File: src/rtl/preadd_mac_pkg.sv
package preadd_mac_pkg;
  // Default geometry of the datapath
  localparam int unsigned DEF_OPW   = 27;  // pre-adder operand width
  localparam int unsigned DEF_MULW  = 18;  // multiplier operand width
  localparam int unsigned DEF_ACCW  = 48;  // accumulator width
  localparam int unsigned DEF_DEPTH = 4;   // register stages input -> total
  // Fixed stages: capture, sum, accumulator; the rest are product stages
  localparam int unsigned FIXED_STAGES = 3;
endpackage

File: src/rtl/preadd_mac_capture.sv
module preadd_mac_capture #(
  parameter int unsigned OPW  = preadd_mac_pkg::DEF_OPW,
  parameter int unsigned MULW = preadd_mac_pkg::DEF_MULW
) (
  input  logic                   clk,
  input  logic                   en,
  input  logic                   clr,
  input  logic signed [OPW-1:0]  a_i,
  input  logic signed [OPW-1:0]  d_i,
  input  logic signed [MULW-1:0] b_i,
  output logic signed [OPW-1:0]  a_q,
  output logic signed [OPW-1:0]  d_q,
  output logic signed [MULW-1:0] b_q
);
  always_ff @(posedge clk) begin
    if (clr) begin
      a_q <= '0;
      d_q <= '0;
      b_q <= '0;
    end else if (en) begin
      a_q <= a_i;
      d_q <= d_i;
      b_q <= b_i;
    end
  end
endmodule

File: src/rtl/preadd_mac_mult.sv
module preadd_mac_mult #(
  parameter int unsigned OPW    = preadd_mac_pkg::DEF_OPW,
  parameter int unsigned MULW   = preadd_mac_pkg::DEF_MULW,
  parameter int unsigned PSTAGE = 1,
  localparam int unsigned SW    = OPW + 1,
  localparam int unsigned MW    = SW + MULW
) (
  input  logic                   clk,
  input  logic                   en,
  input  logic                   clr,
  input  logic signed [OPW-1:0]  a_q,
  input  logic signed [OPW-1:0]  d_q,
  input  logic signed [MULW-1:0] b_q,
  output logic signed [MW-1:0]   prod_q
);
  logic signed [SW-1:0]   sum_q;
  logic signed [MULW-1:0] b_d;
  logic signed [SW-1:0]   sum_c;
  logic signed [MW-1:0]   prod_c;

  // Widened pre-adder: cannot overflow
  assign sum_c  = SW'(a_q) + SW'(d_q);
  assign prod_c = MW'(sum_q) * MW'(b_d);

  always_ff @(posedge clk) begin
    if (clr) begin
      sum_q <= '0;
      b_d   <= '0;
    end else if (en) begin
      sum_q <= sum_c;
      b_d   <= b_q;
    end
  end

  // Product register chain; depth set by the pipeline parameter
  logic signed [MW-1:0] pchain [PSTAGE];

  genvar gi;
  generate
    for (gi = 0; gi < PSTAGE; gi++) begin : g_pstage
      always_ff @(posedge clk) begin
        if (clr) begin
          pchain[gi] <= '0;
        end else if (en) begin
          if (gi == 0) pchain[gi] <= prod_c;
          else         pchain[gi] <= pchain[(gi == 0) ? 0 : gi-1];
        end
      end
    end
  endgenerate

  assign prod_q = pchain[PSTAGE-1];
endmodule

File: src/rtl/preadd_mac_accum.sv
module preadd_mac_accum #(
  parameter int unsigned MW   = 46,
  parameter int unsigned ACCW = preadd_mac_pkg::DEF_ACCW
) (
  input  logic                   clk,
  input  logic                   en,
  input  logic                   clr,
  input  logic signed [MW-1:0]   prod_q,
  output logic signed [ACCW-1:0] acc_q
);
  logic signed [ACCW-1:0] prod_x;

  // Sign extension to total width; sum wraps modulo 2^ACCW
  assign prod_x = ACCW'(prod_q);

  always_ff @(posedge clk) begin
    if (clr)     acc_q <= '0;
    else if (en) acc_q <= acc_q + prod_x;
  end
endmodule

File: src/rtl/preadd_mac.sv
module preadd_mac #(
  parameter int unsigned OPW   = preadd_mac_pkg::DEF_OPW,
  parameter int unsigned MULW  = preadd_mac_pkg::DEF_MULW,
  parameter int unsigned ACCW  = preadd_mac_pkg::DEF_ACCW,
  parameter int unsigned DEPTH = preadd_mac_pkg::DEF_DEPTH
) (
  input  logic                   clk,
  input  logic                   clk_en,
  input  logic                   clr,
  input  logic signed [OPW-1:0]  a_in,
  input  logic signed [OPW-1:0]  d_in,
  input  logic signed [MULW-1:0] b_in,
  output logic signed [ACCW-1:0] acc_out
);
  // DEPTH must be at least 4; ACCW must cover the product width
  localparam int unsigned MW     = OPW + 1 + MULW;
  localparam int unsigned PSTAGE = DEPTH - preadd_mac_pkg::FIXED_STAGES;

  logic signed [OPW-1:0]  a_q, d_q;
  logic signed [MULW-1:0] b_q;
  logic signed [MW-1:0]   prod_q;

  preadd_mac_capture #(.OPW(OPW), .MULW(MULW)) u_cap (
    .clk(clk), .en(clk_en), .clr(clr),
    .a_i(a_in), .d_i(d_in), .b_i(b_in),
    .a_q(a_q), .d_q(d_q), .b_q(b_q)
  );

  preadd_mac_mult #(.OPW(OPW), .MULW(MULW), .PSTAGE(PSTAGE)) u_mul (
    .clk(clk), .en(clk_en), .clr(clr),
    .a_q(a_q), .d_q(d_q), .b_q(b_q),
    .prod_q(prod_q)
  );

  preadd_mac_accum #(.MW(MW), .ACCW(ACCW)) u_acc (
    .clk(clk), .en(clk_en), .clr(clr),
    .prod_q(prod_q), .acc_q(acc_out)
  );
endmodule

File: config.mk
export PLATFORM = sky130hd
export DESIGN_NAME = preadd_mac
export DESIGN_NICKNAME = d
export VERILOG_FILES = /design/src/rtl/preadd_mac_pkg.sv /design/src/rtl/preadd_mac_capture.sv /design/src/rtl/preadd_mac_mult.sv /design/src/rtl/preadd_mac_accum.sv /design/src/rtl/preadd_mac.sv
export SDC_FILE = /design/constraint.sdc
export NUM_CORES = 2
export LEC_CHECK = 0
export BUFFER_PORTS_ARGS = -buffer_cell sky130_fd_sc_hd__buf_2
export CAP_MARGIN = 20
export CORE_UTILIZATION = 45
export DETAILED_ROUTE_END_ITERATION = 7
export PLACE_DENSITY = 0.66
export SLEW_MARGIN = 20
export SYNTH_ARGS = -nofsm -noshare
export SYNTH_HDL_FRONTEND = slang
export SYNTH_SLANG_ARGS = --single-unit
File: constraint.sdc
create_clock -name clk -period 18.1 [get_ports clk]
set_input_delay 3.62 -clock clk [delete_from_list [all_inputs] [get_ports clk]]
set_output_delay 3.62 -clock clk [all_outputs]
set_load 0.05 [all_outputs]
# Word level (Yosys, flattened, before mapping)
# Memory sizes are Yosys's and may differ from the RTL's.
# Cells that the tools add are included.
[totals] regBits=166 ramBits=46 in_bits=75 output_inout_bits=48 word_cells=18 mem_count=1
[mem_list] memory="u_mul.pchain" depth=1 word_bits=46 read_ports=1 rd_ports_with_merged_regs=0 write_ports=1 line="preadd_mac_mult.sv:36" text="logic signed [MW-1:0] pchain [PSTAGE];"
[classes] addsub=2 multipliers=1 mux=7 reduce_logical=1
[ops] op="adder 48 x 46 -> 48 bit" n=1
[ops] op="multiplier 28 x 18 -> 46 bit" n=1
[ops] op="two-way mux 46 bit" n=1
[ops] op="OR reduction 46 bit" n=1
[ops] op="adder 27 x 27 -> 28 bit" n=1
[ops] op="two-way mux 1 bit" n=6

# Logic depth before layout (Yosys ltp)
[depth] word_depth=5 depth_mapped=27 depth_no_buf=25

# Modules after synthesis
# Synthesis repeated with hierarchy kept, for this count alone.
[hier_totals] hier_cells=3234 hier_area_um2=29017.8
[by_module_without_submodules] mod="preadd_mac_mult" instances=1 cells_each=2443 area_each_um2=22053.7 seq_area_each_um2=2302.2
[by_module_without_submodules] mod="preadd_mac_accum" instances=1 cells_each=559 area_each_um2=4384.2 seq_area_each_um2=960.9
[by_module_without_submodules] mod="preadd_mac_capture" instances=1 cells_each=232 area_each_um2=2580.0 seq_area_each_um2=1441.4

# Least setup slack after synthesis
# Ideal clock, no wire load.
[synth_path] path_kind="reg-to-reg" from="reg u_mul.b_d[0]" to="mem u_mul.pchain[0][38], data pin" setup_time_ns=0.266 arrival_ns=6.559 required_time_ns=17.834 setup_slack_ns=11.275 path_stages_with_launch=26 path_buffers=2 synth_period_minus_slack_ns=6.825 cell_sequence="dfxtp_1 > clkbuf_1 > clkbuf_1 > nand2_1 > fa_1 > inv_1 > fa_1 > inv_1 > fa_1 > fa_1 > inv_1 > fa_1 > inv_1 > fa_1 > inv_1 > ha_1 > a21o_1 > a21o_1 > a221o_1 > a31o_1 > a211o_1 > a2111oi_4 > nor2_1 > a31oi_1 > xor2_1 > nor2_1"
[synth_via] elab_chain_len=2
[synth_lines] item="start, declared" line="preadd_mac_mult.sv:17" text="logic signed [MULW-1:0] b_d;"
[synth_lines] item="start signal, assigned" line="preadd_mac_mult.sv:31" text="b_d <= b_q;"
[synth_lines] item="multiplier 28 x 18 -> 46 bit" line="preadd_mac_mult.sv:23" text="assign prod_c = MW'(sum_q) * MW'(b_d);"
[synth_lines] item="two-way mux 46 bit (no line)"
[synth_lines] item="end, declared" line="preadd_mac_mult.sv:36"
# Every way passes these cells.

# Worst setup path in the final report
[layout_path] from="reg u_mul.b_d[8]" to="mem u_mul.pchain[0][44], data pin"
# Same word-level chain as after synthesis.

==> summary.txt <==
# clock sinks -> 212
Synthesized instance count -> 3,162
CP peak stage delay -> 1.09 ns
Setup Fix Bufs, Post-CTS -> 0
Top FF cell, synth -> dfxtp_1
Slew at the pin with the worst max-slew slack -> 1.174 ns
Root Buffer -> clkbuf_16
CP most frequent cell -> fa_1
Ys async rst share -> 0%
Status -> finished clean
Core Rows -> 91
Slowest-stage cell, CP -> dfxtp_1
Worst Path Max Fanout -> 29
Routing usage on met1 -> 30.06%
Number of global-route vias before repair -> 22,360
H-tree Lvls -> 1
Setup tns final -> 0 ns
DIE WIDTH -> 253.5 um
Final setup margin -> 10.64 ns
TritonCTS clock tree -> built
Leakage -> 15.33 nW
Fmax -> 134.0 MHz
Initial antenna violation count -> 0
Syn Nets -> 3,915
Max rail drop VDD -> 0.00006920 V
Starting density of the core -> 45.87%
Unrepaired setup endpoints after global routing -> no
Inserted Clock Buffers -> 25
Dpl cells -> 3,988
Crit path capture type -> register
Hold WC Path Type -> register to register
Worst EP required -> 18.34 ns
Vias -> 20,990
Hpwl dp -> 55,540 um
Final wirelength -> 72,230 um
Number of enable flip-flop cells after synthesis -> 46
First-pass GRT wire length -> 119,000 um
Met2 usage -> 40.67%
Register bit total from synthesis -> 212
Worst-path cell chain -> and2_1 > fa_1 > inv_1 > fa_1 > fa_1 > inv_1 > fa_1 > fa_1 > inv_1 > fa_1 > inv_1 > ha_1 > and3_1 > and2_4 > a221o_1 > a31o_1 > a211o_1 > a2111oi_4 > o31a_1 > o21ai_1 > xnor2_1 > nor2_1
Total GRT Usage -> 23.76%
Sequential area share after synthesis -> 16.53%
Clock skew -> 0.008489 ns
Startpoint type of the worst setup path -> register
Cell family with most CP delay -> adder cells
Synth warnings -> 0
Max_cap viols -> 0
Met3 usage -> 2.581%
Cell variety after synth -> 61
Setup WS pre-CTS -> 10.67 ns
Routed length per instance -> 17.90 um
Busiest grt layer -> met2
Final-report hold violation count -> 0
Average size of a mapped cell -> 9.003 um2
Top Ports -> 123
Die area -> 0.06427 mm2
Critical path data arrival time -> 7.71 ns
Clock transition at the registers of the reported paths -> 0.06 ns
Core area -> 0.06205 mm2
Skew-Pair Late Insertion Delay -> 0.53 ns
Vias per cell -> 5.203
RD Place Congestion -> 0.9528
GRT overflow -> 0
Final setup violation count -> 0
CTS Hold Bufs -> 0
Post-CTS Resized -> 0
Largest net degree at the start of global routing -> 97
Fin cells -> 4,034
Slew Limit Fails -> 0
Rel. slew slack -> 21.61%
Final Net Count -> 3,931
CP Class -> register to register
Pwr dens -> 49.45 mW/mm2
Period Utilization, post-route -> 41.23%
Buf/Inv on CP -> 4
Fin crit period -> 7.463 ns
Initial DRC Count -> 1,341
Drc violations -> 0
Share of cells above drive strength 1 -> 6.539%
Die Y -> 253.5 um
DR pass1 iterations -> 8
Filler cell count -> 5,913
Area Growth Syn to Fin -> 7.635%
Port Buf Inserts -> 122
DRT antenna net count -> 0
Mapped cell area -> 0.02847 mm2
Overall Power -> 1.515 mW
Clk buf depth -> 3
==> area by class of cell <==
cell class                      count  area, um2  area share, %
Antenna cell                        1      2.502       0.008167
Clock buffer                       34      752.0          2.454
Clock inverter                     11      142.6         0.4655
Inverter                          580       2177          7.106
Multi-Input combinational cell   2212      21000          68.54
Sequential cell                   212       4710          15.37
Tap cell                          837       1047          3.418
Timing Repair Buffer              147      807.0          2.634
==> cell usage after synthesis (8+ instances only) <==
master	n	area share, %
a211o_1	8	0.25
nor2b_1	15	0.33
o211ai_1	8	0.21
a21o_1	66	1.7
inv_1	580	7.6
nand3_1	15	0.26
dfxtp_1	166	12
clkbuf_1	144	1.9
a31oi_1	8	0.18
o21a_1	20	0.53
and2_1	194	4.3
nor2_1	235	3.1
mux2i_1	120	4.2
edfxtp_1	46	4.9
a21oi_1	101	1.8
o21bai_1	18	0.47
buf_1	14	0.18
nand2_1	385	5.1
xnor2_1	68	2.1
nor3_1	27	0.47
nand2b_1	19	0.42
fa_1	491	35
ha_1	187	8.2
nand4_1	8	0.18
and3_1	15	0.33
o21ai_0	81	1.4
xor2_1	40	1.2
==> metal layers <==
metal,wire (um),vias to the layer above
li1,-,9794
met1,30110,10420
met2,34690,608
met3,3794,165
met4,3630,0
met5,0,-
==> worst min-delay path, cell delays in order (launching register included) <==
cell and delay, ns:
dfxtp_1 0.33, nand2_1 0.05, o21ai_0 0.06
==> registers in the layout, summed over array words and instances, names as in the netlist <==
name          count
u_cap.b_q        18
u_cap.a_q        27
u_mul.sum_q      28
u_mul.b_d        18
u_mul.pchain     46
u_acc.acc_q      48
u_cap.d_q        27
==> placed cells by master (no fill, tap or decap), types with 5 or more instances in the layout <==
master     instances
a31oi_1            8
or3_1              6
a211oi_1           6
inv_1            579
ha_1             187
and3_1            15
nand2b_1          18
o21a_1            20
fa_1             491
and2_1           194
o211ai_1           8
o21ai_0           81
nor3_1            27
a21oi_1          101
o21ai_1            6
xor2_1            40
mux2i_1          120
nor2b_1           15
edfxtp_1          46
clkbuf_8           5
a211o_1            8
o21bai_1          18
nand4_1            8
buf_4             26
nor2_1           234
a21o_1            66
nand3_1           15
a21boi_0           5
dfxtp_1          162
xnor2_1           68
nand2_1          385
buf_2            120
clkbuf_16         27
==> final timing paths <==
kind	from	endpoint	slack [ns]	cells past startpoint
setup reg to reg	u_mul.b_d[8]	u_mul.pchain[0][44]	10.64	22
setup / recovery	u_mul.b_d[8]	u_mul.pchain[0][44]	10.64	22
hold reg to reg	u_acc.acc_q[30]	u_acc.acc_q[30]	0.49	2
hold / removal	u_acc.acc_q[30]	u_acc.acc_q[30]	0.49	2
==> power breakdown <==
group,internal [mW],switching [mW]
clock,0.335,0.208
combinational,0.150,0.248
sequential,0.517,0.0575
==> per-stage QoR <==
step,util (%),area (um2),hold slack [ns]
6_report,49.38,30640,0.4895
5_1_grt,49.37,30640,0.5111
4_1_cts,49.36,30630,0.4908
3_5_place_dp,47.92,29740,0.4867
3_3_place_gp,47.92,29740,0.4748
2_1_floorplan,-,28470,0.4601
==> cells by family (layout without fill, tap and decap cells) <==
| kind of cell | Yosys count | after routing | share of synthesized area [%] |
|---|---|---|---|
| AO/OA/AOI/OAI | 370 | 370 | 8.422 |
| other | 0 | 1 | 0 |
| buffers and inverters | 738 | 772 | 9.731 |
| XOR/XNOR | 108 | 108 | 3.323 |
| multiplexers | 121 | 121 | 4.259 |
| flip-flops | 212 | 212 | 16.53 |
| adder cells (fa/ha/maj) | 678 | 678 | 42.75 |
| AND/OR/NAND/NOR | 935 | 935 | 14.99 |
(Power assumes the default switching activity.)
